[src/rtl/cfg_ld_pkg.sv]
package cfg_ld_pkg;

  typedef enum logic [1:0] {
    BUS_START = 2'd0,
    BUS_STOP  = 2'd1,
    BUS_WR    = 2'd2,
    BUS_RD    = 2'd3
  } bus_op_e;

  // Line levels {scl, pull_low} for quarter q of bit b of an operation.
  function automatic logic [1:0] bus_drive(bus_op_e op, logic [1:0] q, logic [3:0] b,
                                           logic [7:0] wb, logic ak);
    logic       scl;
    logic       oe;
    logic [7:0] t;
    t   = wb << b;
    scl = (q == 2'd1) || (q == 2'd2);
    oe  = 1'b0;
    case (op)
      BUS_START: oe = q[1];
      BUS_STOP: begin
        scl = (q != 2'd0);
        oe  = !q[1];
      end
      BUS_WR:  oe = (b < 4'd8) ? !t[7] : 1'b0;
      default: oe = (b == 4'd8) ? ak : 1'b0;
    endcase
    return {scl, oe};
  endfunction

endpackage

[src/rtl/cfg_ld_bus_engine.sv]
module cfg_ld_bus_engine
  import cfg_ld_pkg::*;
#(
  parameter int QTR_DIV = 125
) (
  input  logic       clk,
  input  logic       rst_n,
  input  logic       cmd_valid,
  output logic       cmd_ready,
  input  bus_op_e    cmd_op,
  input  logic [7:0] cmd_byte,
  input  logic       cmd_ack,
  output logic       rsp_valid,
  output logic [7:0] rsp_byte,
  output logic       rsp_ack,
  output logic       scl_o,
  output logic       sda_oe,
  input  logic       sda_i
);

  localparam int CW = $clog2(QTR_DIV + 1);

  logic          busy;
  bus_op_e       op;
  logic [1:0]    q;
  logic [3:0]    bitn;
  logic [CW-1:0] cnt;
  logic [7:0]    wbyte;
  logic          ackq;
  logic [7:0]    shreg;
  logic          gotack;
  logic [3:0]    last_bit;

  assign cmd_ready = !busy;
  assign rsp_byte  = shreg;
  assign rsp_ack   = gotack;
  assign last_bit  = (op == BUS_START || op == BUS_STOP) ? 4'd0 : 4'd8;

  always_ff @(posedge clk or negedge rst_n) begin
    if (!rst_n) begin
      busy      <= 1'b0;
      op        <= BUS_STOP;
      q         <= 2'd0;
      bitn      <= 4'd0;
      cnt       <= '0;
      wbyte     <= 8'h00;
      ackq      <= 1'b0;
      shreg     <= 8'h00;
      gotack    <= 1'b0;
      rsp_valid <= 1'b0;
      scl_o     <= 1'b1;
      sda_oe    <= 1'b0;
    end else begin
      rsp_valid <= 1'b0;
      if (!busy) begin
        if (cmd_valid) begin
          busy            <= 1'b1;
          op              <= cmd_op;
          q               <= 2'd0;
          bitn            <= 4'd0;
          cnt             <= '0;
          wbyte           <= cmd_byte;
          ackq            <= cmd_ack;
          {scl_o, sda_oe} <= bus_drive(cmd_op, 2'd0, 4'd0, cmd_byte, cmd_ack);
        end
      end else if (cnt == CW'(QTR_DIV - 1)) begin
        cnt <= '0;
        if (q == 2'd1) begin
          if (op == BUS_RD && bitn < 4'd8) shreg <= {shreg[6:0], sda_i};
          if (op == BUS_WR && bitn == 4'd8) gotack <= !sda_i;
        end
        if (q != 2'd3) begin
          q               <= q + 2'd1;
          {scl_o, sda_oe} <= bus_drive(op, q + 2'd1, bitn, wbyte, ackq);
        end else if (bitn == last_bit) begin
          busy      <= 1'b0;
          rsp_valid <= 1'b1;
        end else begin
          q               <= 2'd0;
          bitn            <= bitn + 4'd1;
          {scl_o, sda_oe} <= bus_drive(op, 2'd0, bitn + 4'd1, wbyte, ackq);
        end
      end else begin
        cnt <= cnt + CW'(1);
      end
    end
  end

endmodule

[src/rtl/cfg_ld_seq.sv]
module cfg_ld_seq
  import cfg_ld_pkg::*;
#(
  parameter logic [6:0] DEV_ADDR  = 7'h50,
  parameter logic [7:0] SIGNATURE = 8'h95,
  parameter int         NREG      = 110,
  parameter int         AW        = $clog2(NREG)
) (
  input  logic          clk,
  input  logic          rst_n,
  output logic          cmd_valid,
  input  logic          cmd_ready,
  output bus_op_e       cmd_op,
  output logic [7:0]    cmd_byte,
  output logic          cmd_ack,
  input  logic          rsp_valid,
  input  logic [7:0]    rsp_byte,
  input  logic          rsp_ack,
  output logic          byte_valid,
  output logic [AW-1:0] byte_idx,
  output logic [7:0]    byte_data,
  output logic          done,
  output logic          error
);

  typedef enum logic [3:0] {
    SQ_START, SQ_DEVW, SQ_WORD, SQ_RSTART, SQ_DEVR,
    SQ_SIG, SQ_DATA, SQ_FLUSH, SQ_STOP, SQ_DONE
  } seq_e;

  localparam logic [AW-1:0] LAST_IDX = AW'(NREG - 1);

  seq_e          state;
  logic          pend;
  logic [AW-1:0] idx;

  assign cmd_valid = !pend && (state != SQ_DONE);
  assign done      = (state == SQ_DONE);

  always_comb begin
    cmd_op   = BUS_RD;
    cmd_byte = 8'h00;
    cmd_ack  = 1'b0;
    case (state)
      SQ_START, SQ_RSTART: cmd_op = BUS_START;
      SQ_DEVW: begin cmd_op = BUS_WR; cmd_byte = {DEV_ADDR, 1'b0}; end
      SQ_WORD: cmd_op = BUS_WR;
      SQ_DEVR: begin cmd_op = BUS_WR; cmd_byte = {DEV_ADDR, 1'b1}; end
      SQ_SIG:  cmd_ack = 1'b1;
      SQ_DATA: cmd_ack = (idx != LAST_IDX);
      SQ_STOP, SQ_DONE: cmd_op = BUS_STOP;
      default: cmd_ack = 1'b0;
    endcase
  end

  always_ff @(posedge clk or negedge rst_n) begin
    if (!rst_n) begin
      state      <= SQ_START;
      pend       <= 1'b0;
      idx        <= '0;
      error      <= 1'b0;
      byte_valid <= 1'b0;
      byte_idx   <= '0;
      byte_data  <= 8'h00;
    end else begin
      byte_valid <= 1'b0;
      if (cmd_valid && cmd_ready) pend <= 1'b1;
      if (rsp_valid) begin
        pend <= 1'b0;
        case (state)
          SQ_START:  state <= SQ_DEVW;
          SQ_DEVW:   state <= rsp_ack ? SQ_WORD : SQ_STOP;
          SQ_WORD: begin
            state <= rsp_ack ? SQ_RSTART : SQ_STOP;
            if (!rsp_ack) error <= 1'b1;
          end
          SQ_RSTART: state <= SQ_DEVR;
          SQ_DEVR: begin
            state <= rsp_ack ? SQ_SIG : SQ_STOP;
            if (!rsp_ack) error <= 1'b1;
          end
          SQ_SIG: begin
            idx <= '0;
            if (rsp_byte == SIGNATURE) begin
              state <= SQ_DATA;
            end else begin
              state <= SQ_FLUSH;
              error <= 1'b1;
            end
          end
          SQ_DATA: begin
            byte_valid <= 1'b1;
            byte_idx   <= idx;
            byte_data  <= rsp_byte;
            if (idx == LAST_IDX) state <= SQ_STOP;
            else idx <= idx + AW'(1);
          end
          SQ_FLUSH:  state <= SQ_STOP;
          SQ_STOP:   state <= SQ_DONE;
          default:   state <= SQ_DONE;
        endcase
      end
    end
  end

endmodule

[src/rtl/cfg_ld_wrport.sv]
module cfg_ld_wrport #(
  parameter int           NREG        = 110,
  parameter int           AW          = $clog2(NREG),
  parameter logic [127:0] STATUS_MASK = 128'h0
) (
  input  logic          clk,
  input  logic          rst_n,
  input  logic          byte_valid,
  input  logic [AW-1:0] byte_idx,
  input  logic [7:0]    byte_data,
  output logic          cfg_we,
  output logic [AW-1:0] cfg_addr,
  output logic [7:0]    cfg_data
);

  localparam int NSLOT = 1 << AW;

  logic [NSLOT-1:0] writable;

  for (genvar g = 0; g < NSLOT; g++) begin : g_slot
    if (g < NREG) begin : g_in
      assign writable[g] = !STATUS_MASK[g];
    end else begin : g_out
      assign writable[g] = 1'b0;
    end
  end

  always_ff @(posedge clk or negedge rst_n) begin
    if (!rst_n) begin
      cfg_we   <= 1'b0;
      cfg_addr <= '0;
      cfg_data <= 8'h00;
    end else begin
      cfg_we <= byte_valid && writable[byte_idx];
      if (byte_valid) begin
        cfg_addr <= byte_idx;
        cfg_data <= byte_data;
      end
    end
  end

endmodule

[src/rtl/cfg_eeprom_loader.sv]
module cfg_eeprom_loader
  import cfg_ld_pkg::*;
#(
  parameter int           QTR_DIV     = 125,
  parameter logic [6:0]   DEV_ADDR    = 7'h50,
  parameter logic [7:0]   SIGNATURE   = 8'h95,
  parameter int           NREG        = 110,
  parameter logic [127:0] STATUS_MASK = 128'h0000_0000_0000_4000_4000_4000_4000_4000,
  localparam int          AW          = $clog2(NREG)
) (
  input  logic          clk,
  input  logic          rst_n,
  output logic          scl_o,
  output logic          sda_oe,
  input  logic          sda_i,
  output logic          cfg_we,
  output logic [AW-1:0] cfg_addr,
  output logic [7:0]    cfg_data,
  output logic          done,
  output logic          error
);

  logic [1:0]    sda_sync;
  logic          cmd_valid, cmd_ready, cmd_ack;
  bus_op_e       cmd_op;
  logic [7:0]    cmd_byte;
  logic          rsp_valid, rsp_ack;
  logic [7:0]    rsp_byte;
  logic          byte_valid;
  logic [AW-1:0] byte_idx;
  logic [7:0]    byte_data;

  always_ff @(posedge clk or negedge rst_n) begin
    if (!rst_n) sda_sync <= 2'b11;
    else        sda_sync <= {sda_sync[0], sda_i};
  end

  cfg_ld_bus_engine #(.QTR_DIV(QTR_DIV)) u_bus (
    .clk(clk), .rst_n(rst_n),
    .cmd_valid(cmd_valid), .cmd_ready(cmd_ready), .cmd_op(cmd_op),
    .cmd_byte(cmd_byte), .cmd_ack(cmd_ack),
    .rsp_valid(rsp_valid), .rsp_byte(rsp_byte), .rsp_ack(rsp_ack),
    .scl_o(scl_o), .sda_oe(sda_oe), .sda_i(sda_sync[1])
  );

  cfg_ld_seq #(
    .DEV_ADDR(DEV_ADDR), .SIGNATURE(SIGNATURE), .NREG(NREG), .AW(AW)
  ) u_seq (
    .clk(clk), .rst_n(rst_n),
    .cmd_valid(cmd_valid), .cmd_ready(cmd_ready), .cmd_op(cmd_op),
    .cmd_byte(cmd_byte), .cmd_ack(cmd_ack),
    .rsp_valid(rsp_valid), .rsp_byte(rsp_byte), .rsp_ack(rsp_ack),
    .byte_valid(byte_valid), .byte_idx(byte_idx), .byte_data(byte_data),
    .done(done), .error(error)
  );

  cfg_ld_wrport #(.NREG(NREG), .AW(AW), .STATUS_MASK(STATUS_MASK)) u_wr (
    .clk(clk), .rst_n(rst_n),
    .byte_valid(byte_valid), .byte_idx(byte_idx), .byte_data(byte_data),
    .cfg_we(cfg_we), .cfg_addr(cfg_addr), .cfg_data(cfg_data)
  );

endmodule

[config.mk]
export PLATFORM = sky130hd
export DESIGN_NAME = cfg_eeprom_loader
export DESIGN_NICKNAME = d
export VERILOG_FILES = /design/src/rtl/cfg_ld_pkg.sv /design/src/rtl/cfg_ld_bus_engine.sv /design/src/rtl/cfg_ld_seq.sv /design/src/rtl/cfg_ld_wrport.sv /design/src/rtl/cfg_eeprom_loader.sv
export SDC_FILE = /design/constraint.sdc
export NUM_CORES = 1
export LEC_CHECK = 0
export ABC_AREA = 1
export CAP_MARGIN = 40
export CORE_ASPECT_RATIO = 1.75
export CORE_MARGIN = 2
export CORE_UTILIZATION = 59
export CTS_CLUSTER_DIAMETER = 80
export DETAILED_ROUTE_END_ITERATION = 10
export MAX_ROUTING_LAYER = met4
export PLACE_DENSITY = 0.82
export SYNTH_ARGS = -nofsm -noshare
export SYNTH_HDL_FRONTEND = slang
export SYNTH_SLANG_ARGS = --single-unit
[constraint.sdc]
create_clock -name clk -period 1.94 [get_ports clk]
set_input_delay 0.582 -clock clk [delete_from_list [all_inputs] [get_ports clk]]
set_output_delay 0.582 -clock clk [all_outputs]
set_load 0.02 [all_outputs]
Yosys cells after proc, flatten, opt, wreduce, memory -nomap -nowiden
Memories as Yosys holds them, arrays and structs flattened.
Cells that the tools add are included.
{"block": "totals", "input_bits": 3, "memories": 1, "word_cells": 162, "rom_bits": 128, "register_bits": 84}
{"name": "(name not given)", "depth": 128, "word_bits": 1, "rd": 1, "rd_ports_with_merged_regs": 0, "write_ports": 0, "line": "cfg_ld_wrport.sv:34", "text": "cfg_we <= byte_valid && writable[byte_idx];"}
{"block": "op_classes", "muxes": 60, "n_bitwise": 1, "magnitude_cmp": 3, "n_shift": 2, "n_addsub": 4, "eq_ne": 34, "reduce_logical": 34}
{"operator": "$mux W4", "n": 10}
{"operator": "$mux W1", "n": 32}
{"operator": "$pmux W4 S8", "n": 1}
{"operator": "$mux W7", "n": 4}
{"operator": "$eq A4 B3 Y1 const B", "n": 4}
{"operator": "$eq A4 B4 Y1 const B", "n": 4}
{"operator": "$pmux W8 S2", "n": 1}
{"operator": "$reduce_and A4 Y1", "n": 4}
{"operator": "$shl A8 B4 Y8", "n": 2}
{"operator": "$add A7 B1 Y7 const B", "n": 2}
{"operator": "$eq A7 B7 Y1 const B", "n": 2}
{"operator": "$ne A2 B2 Y1 const B", "n": 7}
{"operator": "$pmux W7 S2", "n": 1}
{"operator": "$mux W2", "n": 5}
{"operator": "$reduce_bool A2 Y1", "n": 5}
{"operator": "$eq A2 B1 Y1 const B", "n": 4}
{"operator": "$eq A2 B2 Y1 const B", "n": 4}
{"operator": "$eq A4 B2 Y1 const B", "n": 2}
{"operator": "$eq A8 B8 Y1 const B", "n": 1}
{"operator": "$lt A4 B4 Y1 const B", "n": 2}
{"operator": "$lt A7 B8 Y1 const B", "n": 1}
{"operator": "$logic_not A1 Y1", "n": 7}
{"operator": "$ne A7 B7 Y1 const B", "n": 1}
{"operator": "$pmux W1 S2", "n": 3}
{"operator": "other kinds (18)", "n": 29}

Logic depth before layout (Yosys ltp)
Gate-level depths: netlist of the first run.
{"block": "depth", "ltp_word": 9, "depth_mapped": 13, "mapped_depth_nobuf": 13}

Modules after synthesis
From an unflattened synthesis of the first run, not the netlist that was laid out.
{"block": "unflattened", "cells_unflattened": 539, "area_unflattened_um2": 4325.4}
{"mod": "cfg_ld_bus_engine", "instances": 1, "cells_each": 249, "area_per_inst_um2": 2050.7}
{"mod": "cfg_ld_seq", "instances": 1, "cells_each": 214, "area_per_inst_um2": 1585.3}
{"mod": "cfg_ld_wrport", "instances": 1, "cells_each": 74, "area_per_inst_um2": 636.9}
{"mod": "cfg_eeprom_loader", "instances": 1, "cells_each": 2, "area_per_inst_um2": 52.6}

Worst setup path before layout of the first run
Ideal clock, no wire load.
{"block": "synth_timing", "path_type": "register to register", "from": "reg u_seq.state[0]", "to": "reg u_bus.sda_oe", "setup_slack_ns": 0.307, "period_less_slack_ns": 1.633, "t_arrival_ns": 1.516, "required_ns": 1.823, "stages_incl_launch_ff": 13, "setup_ns": 0.117, "path_cell_list": "dfrtp_1 -> inv_1 -> nor2_1 -> nand2_1 -> inv_1 -> nor2_1 -> ha_1 -> inv_1 -> nor2_1 -> nand2_1 -> nand3_1 -> nor2_1 -> nor2_1"}
{"block": "synth_between", "elab_chain_cells": 7, "elab_cells_between_ends": 22, "cone_classes": "eq/ne: 9; mux: 5; reduce/logical: 8"}
{"item": "start, declared", "line": "cfg_ld_seq.sv:33", "text": "seq_e state;"}
{"item": "start signal, assigned", "line": "cfg_ld_seq.sv:72", "text": "SQ_DEVW: state <= rsp_ack ? SQ_WORD : SQ_STOP;"}
{"item": "start signal, assigned", "line": "cfg_ld_seq.sv:74", "text": "state <= rsp_ack ? SQ_RSTART : SQ_STOP;"}
{"item": "start signal, assigned", "line": "cfg_ld_seq.sv:79", "text": "state <= rsp_ack ? SQ_SIG : SQ_STOP;"}
{"item": "$eq A4 B1 Y1, or another cell as far along", "line": "cfg_ld_seq.sv:44", "text": "case (state)"}
{"item": "$reduce_or A3 Y1 (no source line) or $reduce_or A2 Y1 (tied branches)"}
{"item": "$pmux W2 S3", "line": "cfg_ld_seq.sv:44"}
{"item": "$eq A2 B2 Y1 or $eq A2 B1 Y1 (tied branches)", "line": "cfg_ld_pkg.sv:19", "text": "case (op)"}
{"item": "$pmux W1 S2", "line": "cfg_ld_pkg.sv:19"}
{"item": "$mux W1", "line": "cfg_ld_bus_engine.sv:56", "text": "if (cmd_valid) begin"}
{"item": "$mux W1", "line": "cfg_ld_bus_engine.sv:55", "text": "if (!busy) begin"}
{"item": "end signal, assigned", "line": "cfg_ld_bus_engine.sv:64", "text": "{scl_o, sda_oe} <= bus_drive(cmd_op, 2'd0, 4'd0, cmd_byte, cmd_ack);"}
{"item": "end signal, assigned", "line": "cfg_ld_bus_engine.sv:74", "text": "{scl_o, sda_oe} <= bus_drive(op, q + 2'd1, bitn, wbyte, ackq);"}
{"item": "end signal, assigned", "line": "cfg_ld_bus_engine.sv:81", "text": "{scl_o, sda_oe} <= bus_drive(op, 2'd0, bitn + 4'd1, wbyte, ackq);"}
{"item": "end, declared", "line": "cfg_ld_bus_engine.sv:17", "text": "output logic sda_oe,"}
Several ways; a longest one is shown, not always the timed one. The select of a mux whose other input is x is not followed.
A chain may end at the register's enable or synchronous reset.

Final worst setup path of the first run
{"block": "layout_timing", "from": "reg u_wr.cfg_data[5]", "to": "out cfg_data[5]"}
{"item": "start, declared", "line": "cfg_ld_wrport.sv:13", "text": "output logic [7:0] cfg_data"}
{"item": "start signal, assigned", "line": "cfg_ld_wrport.sv:37", "text": "cfg_data <= byte_data;"}
{"item": "end, declared", "line": "cfg_eeprom_loader.sv:18", "text": "output logic [7:0] cfg_data,"}
No word-level cell between the ends.

==> results of run 1 <==
## path summary, 6_finish.rpt
check / end / slack [ns]
min in group clk: sda_sync[1] / 0.36
max reg2reg: u_bus.sda_oe / 0.17
min reg2reg: sda_sync[1] / 0.36
min: u_seq.idx[4] / 0.16
max in group asynchronous: u_bus.scl_o / 1.16
max: cfg_data[5] / 0.05
## power breakdown
group / internal (mW) / switching (mW)
combinational: 0.00835 / 0.0319
clock: 0.892 / 0.581
sequential: 1.63 / 0.00107
total: 2.53 / 0.614
## registers in the layout, indices dropped and copies added, names as in the netlist, 2 cells and up
name / flops
u_seq.byte_data: 8
sda_sync: 2
u_bus.rsp_byte: 8
u_bus.op: 2
u_wr.cfg_addr: 7
u_seq.byte_idx: 7
u_bus.q: 2
u_wr.cfg_data: 8
u_bus.cnt: 7
u_bus.bitn: 4
u_seq.idx: 7
u_seq.state: 4
u_bus.wbyte: 2
## timing repair
action,in CTS,in global routing
resized for setup,7,13
pin swaps,0,1
endpoints found under the setup margin,3,5
hold buffers,0,0
## synth_stat cells
| master | number |
|---|---|
| sky130_fd_sc_hd__nand3_2 | 1 |
| sky130_fd_sc_hd__nor2_8 | 1 |
| sky130_fd_sc_hd__ha_1 | 12 |
| sky130_fd_sc_hd__a21oi_1 | 7 |
| sky130_fd_sc_hd__inv_1 | 54 |
| sky130_fd_sc_hd__o21ai_0 | 27 |
| sky130_fd_sc_hd__dfstp_2 | 4 |
| sky130_fd_sc_hd__nand4_1 | 10 |
| sky130_fd_sc_hd__a31o_2 | 1 |
| sky130_fd_sc_hd__o21a_1 | 1 |
| sky130_fd_sc_hd__xnor2_1 | 1 |
| sky130_fd_sc_hd__a21boi_0 | 1 |
| sky130_fd_sc_hd__nor2_1 | 31 |
| sky130_fd_sc_hd__nand2_1 | 137 |
| sky130_fd_sc_hd__inv_2 | 2 |
| sky130_fd_sc_hd__nand3_1 | 24 |
| sky130_fd_sc_hd__inv_4 | 1 |
| sky130_fd_sc_hd__buf_6 | 4 |
| sky130_fd_sc_hd__clkinv_1 | 2 |
| sky130_fd_sc_hd__o21ai_1 | 4 |
| sky130_fd_sc_hd__xor2_1 | 9 |
| sky130_fd_sc_hd__nand2_4 | 1 |
| sky130_fd_sc_hd__o21bai_1 | 1 |
| sky130_fd_sc_hd__clkbuf_1 | 2 |
| sky130_fd_sc_hd__a21oi_4 | 1 |
| sky130_fd_sc_hd__dfrtp_1 | 74 |
| sky130_fd_sc_hd__a31oi_1 | 1 |
| sky130_fd_sc_hd__o21ai_2 | 17 |
| sky130_fd_sc_hd__o22ai_1 | 6 |
| sky130_fd_sc_hd__nand3b_1 | 1 |
| sky130_fd_sc_hd__nor2_4 | 3 |
| sky130_fd_sc_hd__nand2_2 | 2 |
| sky130_fd_sc_hd__nor3_1 | 7 |
## per-layer routing
layer | part of all wire (%) | up-vias | routed length (µm) | track usage, %
met5 | 0 | - | 0 | -
met4 | 2.8 | 0 | 213 | 10.3
met3 | 3.4 | 20 | 256 | 5.18
met2 | 55 | 73 | 4140 | 42.3
met1 | 38 | 1438 | 2880 | 24.9
li1 | - | 1518 | - | -
## through the flow
step / instances / worst slack [ns]
finish: 572 / 0.0520
global route: 572 / -0.0273
detailed placement: 556 / -0.0742
floorplan: 450 / 0.307
CTS: 572 / -0.0286
global placement: 556 / -0.0509
## area by class of cell
cell class	count	area (µm²)
clock buffers	11	141
clock inverters	5	106
fillers	490	1800
inverters	59	224
multi-input cells	307	1650
flip-flops and latches	78	1960
well taps	80	100
repair buffers	32	290
## cell families (layout without fill, tap and decap cells)
| group | Yosys count | after routing | share of synthesized area (%) |
|---|---|---|---|
| simple gates | 218 | 218 | 24.5 |
| flops | 78 | 78 | 50.9 |
| compound gates | 67 | 67 | 11.2 |
| buf+inv | 65 | 107 | 7.19 |
| fa+ha+maj | 12 | 12 | 3.90 |
| xor+xnor | 10 | 10 | 2.28 |
==> flow_summary.rst, run 1 <==
.. list-table::
   :header-rows: 1

   * - Metric
     - Value
   * - Worst IR Drop VDD
     - approximately 0.74 mV
   * - Cell type with the highest aggregate area in the netlist
     - sky130_fd_sc_hd__dfrtp_1
   * - Post-route clock period utilization
     - 97.3%
   * - Number of warnings printed during yosys synthesis
     - 0
   * - Unrepaired setup endpoints after global routing
     - yes
   * - Remaining antenna violation count after routing
     - 0
   * - Max FO, Critical Path
     - 2
   * - Drt pass-1 iters
     - 4
   * - Final critical delay including setup and external delays
     - ~1.9 ns
   * - H-tree depth
     - 3
   * - Vias per Instance
     - about 5.3
   * - Antenna violations before repair
     - 0
   * - Max-cap check violation count
     - 0
   * - Critical-path cell with the highest stage delay
     - sky130_fd_sc_hd__clkdlybuf4s50_1
   * - Total half-perimeter wirelength after legalization and detailed placement
     - around 5600 µm
   * - Height of the die
     - 111 µm
   * - Share of synthesized area occupied by flip-flops and latches
     - around half
   * - Core box area
     - about 6300 µm²
   * - Leading cell type in the layout, fill and taps excluded
     - sky130_fd_sc_hd__nand2_1
   * - Clk sink count
     - 78
   * - Cell types occupying the most area after synthesis
     - sky130_fd_sc_hd__dfrtp_1 (48%), sky130_fd_sc_hd__nand2_1 (13%), sky130_fd_sc_hd__inv_1 (5.3%)
   * - Initial Util
     - 61.3%
   * - Area of placed instances
     - between 4000 and 5000 µm²
   * - Total wire length after detailed routing
     - about 7500 µm
   * - Row Count
     - 38
   * - Post-synthesis instance total
     - 450
   * - Worst path max stage delay
     - approximately 0.6 ns
   * - Worst r2r src
     - u_seq.state[3]
   * - Worst setup path category
     - flip-flop to primary output
   * - Critical path launch point type
     - flip-flop
   * - Iteration-0 DRC Markers
     - 129
   * - Final setup violating endpoints
     - 0
   * - Nets
     - roughly 500
   * - Number of unique standard cell types used by synthesis
     - 33
   * - Result of the run
     - finished clean
   * - Max Fclk
     - between 500 and 600 MHz
   * - Startpoint of the most critical setup path
     - u_wr.cfg_data[5]
   * - Antenna Cells
     - 0
   * - Setup Skew
     - around 0.011 ns
   * - Classification of the worst-slack hold path
     - input pin to async pin
   * - Total I/O pin count
     - 23
   * - Clock buffer depth
     - 2
   * - Worst endpoint data arrival time
     - 1.31 ns
   * - Cts bufs inserted
     - 9
   * - Maximum number of pins on one net before global-route repair
     - 36
   * - Routed WL per cell
     - 13.1 µm
   * - Clock-pin slew reported for the worst setup and hold paths after clock tree synthesis
     - roughly 0.08 ns
   * - Critical path endpoint category
     - primary output
   * - Post-Synthesis Net Count
     - 465
   * - Clock tree from TritonCTS
     - yes
   * - Fin. Hold Viols
     - 0
   * - Overflow left after global routing
     - 0
   * - Post-synthesis register bit count
     - 78
   * - Post-route worst hold slack
     - 0.165 ns
   * - Clk Tree Root Cell
     - sky130_fd_sc_hd__clkbuf_8
   * - P_leak
     - 2.25 nW
   * - Overall power after layout
     - 3.14 mW
   * - Mean area per synthesized cell
     - roughly 8.5 µm²
   * - Aggregate negative setup slack
     - 0 ns
   * - Post-CTS Setup Bufs
     - 0
   * - Clock network latency to the later pin of the worst-skew pair
     - between 0.3 and 0.4 ns
   * - Count of cell instances traversed by the critical path
     - 1
   * - Summed instance area of the synthesized netlist
     - between 3000 and 4000 µm²
   * - Required time of the critical path
     - roughly 1.4 ns
   * - Worst Max-Slew Pin Slew
     - about 0.45 ns
   * - Remaining routing DRC violations
     - 0
   * - Commonest non-fill, non-tap cells in the layout
     - sky130_fd_sc_hd__nand2_1 (135), sky130_fd_sc_hd__dfrtp_1 (73), sky130_fd_sc_hd__inv_1 (54), sky130_fd_sc_hd__nor2_1 (27), sky130_fd_sc_hd__o21ai_0 (27)
   * - CP cell instances
     - clkdlybuf4s50_1
   * - Pwr per Cell Area
     - about 700 nW/µm²
   * - Number of cells on the worst reg-to-reg path
     - 12
   * - Fraction of layout instances using a drive strength above 1
     - approximately 14%
   * - Post-route core utilization
     - a little under three quarters
   * - Die width
     - ~65 µm
   * - Total global-route track usage
     - between 20% and 30%
   * - Via count
     - roughly 3000
   * - Rel. slew slack
     - a little over two thirds
   * - Count of buffers from port buffering
     - 22
   * - Finished layout cell area
     - roughly 4500 µm²
   * - Largest delay contributor family on the critical path
     - buffers and inverters
   * - Critical path buffer and inverter count
     - 1
   * - Max Slew Vio Count
     - 0
   * - Layout-stage area growth over the synthesis result
     - 16.3%
   * - Share of Yosys cell area claimed by the top area cell type
     - about half
   * - Die ar.
     - ~7200 µm²
   * - First-pass GRT wire length
     - between 10000 and 15000 µm
   * - Number of global-route vias before repair
     - ~3100
   * - Final Wtd Congestion
     - 0.910
(Power assumes the default switching activity.)
==> run 2, diff against run 1 <==
--- a/config.mk
+++ b/config.mk
@@ -6,14 +6,14 @@
 export NUM_CORES = 1
 export LEC_CHECK = 0
 export ABC_AREA = 1
-export CAP_MARGIN = 40
+export CAP_MARGIN = 10
 export CORE_ASPECT_RATIO = 1.75
 export CORE_MARGIN = 2
-export CORE_UTILIZATION = 59
+export CORE_UTILIZATION = 40
 export CTS_CLUSTER_DIAMETER = 80
 export DETAILED_ROUTE_END_ITERATION = 10
 export MAX_ROUTING_LAYER = met4
-export PLACE_DENSITY = 0.82
+export PLACE_DENSITY = 0.6
 export SYNTH_ARGS = -nofsm -noshare
 export SYNTH_HDL_FRONTEND = slang
 export SYNTH_SLANG_ARGS = --single-unit
==> run 2 against run 1 <==
Effect of this change: worst setup slack lost 0.0043 ns; first-iteration DRC count increased by 6.2%; register-to-register slack worse by 0.05 ns; hold slack improved by 0.012 ns; via count shrank 3.0%; sequential share of layout area is 0.97 points lower; final area is 2.2% higher; routed wire length increased by 1.4%; power increased by 8.0%; global-route usage fell by 7.4 points; cell count up 6.8%; critical path type unchanged; largest cell class unchanged; largest power group is now the clock network.
==> flow_summary.rst, run 2 (same netlist as run 1, synthesis figures left out) <==
.. list-table::
   :header-rows: 1

   * - Metric
     - Value
   * - Finished layout cell area
     - 4570 µm²
   * - Rel. slew slack
     - between 70 and 80%
   * - Via count
     - just under 3000
   * - Cell total after placement
     - between 500 and 600
   * - Remaining routing DRC violations
     - 0
   * - Clock buffer depth
     - 2
   * - Post-route clock period utilization
     - 97.5%
   * - Clock power frac
     - 50.6%
   * - Worst path max stage delay
     - approximately 0.6 ns
   * - Result of the run
     - finished clean
   * - Critical-path cell with the highest stage delay
     - sky130_fd_sc_hd__clkdlybuf4s50_1
   * - P_leak
     - 2.23 nW
   * - CP cell instances
     - clkdlybuf4s50_1
   * - Min setup slack post-route
     - approximately 0.048 ns
   * - Total global-route track usage
     - ~16%
   * - Final setup violating endpoints
     - 0
   * - Drt pass-1 iters
     - 5
   * - Critical path buffer and inverter count
     - 1
   * - Largest delay contributor family on the critical path
     - buffers and inverters
   * - Post-route core utilization
     - 48.6%
   * - Setup Skew
     - around 0.0047 ns
   * - Worst Max-Slew Pin Slew
     - around 0.40 ns
   * - Number of global-route vias before repair
     - approximately 3000
   * - Total I/O pin count
     - 23
   * - Clock tree from TritonCTS
     - yes
   * - Pwr per Cell Area
     - approximately 740 nW/µm²
   * - Final Wtd Congestion
     - slightly above 0.9
   * - Overall power after layout
     - about 3.4 mW
   * - First-pass GRT wire length
     - 13300 µm
   * - Pre-CTS setup slack
     - about 0.011 ns
   * - Commonest non-fill, non-tap cells in the layout
     - sky130_fd_sc_hd__nand2_1 (137), sky130_fd_sc_hd__dfrtp_1 (74), sky130_fd_sc_hd__inv_1 (54), sky130_fd_sc_hd__nor2_1 (27), sky130_fd_sc_hd__o21ai_0 (27)
   * - Nets
     - 500
   * - Max-cap check violation count
     - 0
   * - Final critical delay including setup and external delays
     - between 1.5 and 2 ns
   * - Routed WL per cell
     - approximately 12 µm
   * - Worst IR Drop VDD
     - roughly 0.46 mV
   * - Post-layout instance count excluding filler cells
     - ~610
   * - H-tree depth
     - 3
   * - Net switching power
     - roughly 660 µW
   * - Maximum number of pins on one net before global-route repair
     - 28
   * - Vias per Instance
     - slightly below 5
   * - Clock network latency to the later pin of the worst-skew pair
     - between 0.3 and 0.4 ns
   * - Total half-perimeter wirelength after legalization and detailed placement
     - roughly 5600 µm
   * - Remaining antenna violation count after routing
     - 0
   * - Number of inserted filler cells in the final layout
     - 924
   * - Cts bufs inserted
     - 9
   * - Overflow left after global routing
     - 0
   * - Antenna Cells
     - 0
   * - Fraction of layout instances using a drive strength above 1
     - 13.1%
   * - Critical path endpoint category
     - primary output
   * - Sequential power share
     - between 40% and 50%
   * - Core box area
     - between 9000 and 10000 µm²
   * - Iteration-0 DRC Markers
     - roughly 140
   * - Classification of the worst-slack hold path
     - input pin to async pin
   * - Max FO, Critical Path
     - 2
   * - Row Count
     - 47
   * - Max Fclk
     - about 530 MHz
   * - Die ar.
     - between 10000 and 15000 µm²
   * - Total wire length after detailed routing
     - 7600 µm
   * - Antenna violations before repair
     - 0
   * - Initial Util
     - 40.9%
   * - Aggregate negative setup slack
     - 0 ns
   * - Fraction of power spent switching nets
     - ~20%
   * - Area of placed instances
     - roughly 4200 µm²
   * - Leading cell type in the layout, fill and taps excluded
     - sky130_fd_sc_hd__nand2_1
   * - Hold_buf cts
     - 0
   * - Count of buffers from port buffering
     - 22
   * - Combinational power share
     - between 1 and 1.5%
   * - Critical path launch point type
     - flip-flop
   * - Internal power
     - roughly 2.7 mW
   * - Unrepaired setup endpoints after global routing
     - no
   * - Post-route worst hold slack
     - roughly 0.18 ns
   * - Worst endpoint data arrival time
     - 1.31 ns
   * - Worst setup path category
     - flip-flop to primary output
   * - Height of the die
     - roughly 130 µm
   * - Clk sink count
     - 78
   * - Required time of the critical path
     - roughly 1.4 ns
   * - Fin. Hold Viols
     - 0
   * - Layout-stage area growth over the synthesis result
     - 18.9%
   * - Clock-pin slew reported for the worst setup and hold paths after clock tree synthesis
     - roughly 0.06 ns
   * - Clk Tree Root Cell
     - sky130_fd_sc_hd__clkbuf_16
   * - Max Slew Vio Count
     - 0
   * - Die width
     - around 78 µm
==> run 2: cell type report <==
| class | count | area, µm² | area share [%] |
|---|---|---|---|
| well taps | 122 | 153 | 3.34 |
| flip-flops and latches | 78 | 1960 | 42.8 |
| inverters | 59 | 224 | 4.90 |
| multi-input cells | 307 | 1630 | 35.7 |
| clock buffers | 12 | 267 | 5.83 |
| repair buffers | 30 | 297 | 6.49 |
| clock inverters | 3 | 42.5 | 0.931 |
==> run 2: routing by layer <==
| layer | wire, µm | global-route usage (%) | up-vias |
|---|---|---|---|
| met5 | 0 | - | - |
| met4 | 164 | 7.60 | 0 |
| li1 | - | - | 1511 |
| met3 | 221 | 3.59 | 13 |
| met2 | 4170 | 29.2 | 42 |
| met1 | 3040 | 17.2 | 1393 |
==> run 2: repair_timing <==
item,4_1_cts,5_1_grt
resized for setup,6,5
buffers inserted,0,1
setup endpoints to repair,2,2
endpoints found under the hold margin,0,0
pin swaps,0,2
==> run 2: worst paths after layout <==
kind | start | end | slack (ns) | cells past startpoint
min in group clk | sda_sync[0] | sda_sync[1] | 0.36 | 0
hold reg to reg | sda_sync[0] | sda_sync[1] | 0.36 | 0
hold / removal | rst_n | u_wr.cfg_addr[3] | 0.18 | 1
setup / recovery | u_seq.error | error | 0.05 | 1
max in group asynchronous | rst_n | sda_sync[1] | 1.22 | 2
setup reg to reg | u_seq.state[0] | u_bus.sda_oe | 0.12 | 12
==> run 2: worst register-to-register path: cells and delay by family (launching register included) <==
| family | cells | cell delay [ns] |
|---|---|---|
| fa+ha+maj | 1 | 0.26 |
| buf+inv | 2 | 0.21 |
| flops | 1 | 0.38 |
| simple gates | 9 | 0.86 |
==> run 2: power by group through the flow <==
stage	sequential, mW	combinational [mW]	clock (mW)
after CTS	1.63	0.0473	1.76
final	1.63	0.0442	1.72
after floorplan	1.66	0.0000335	0
after detailed placement	1.66	0.0472	0
after global placement	1.66	0.0465	0
after global routing	1.63	0.0523	1.85
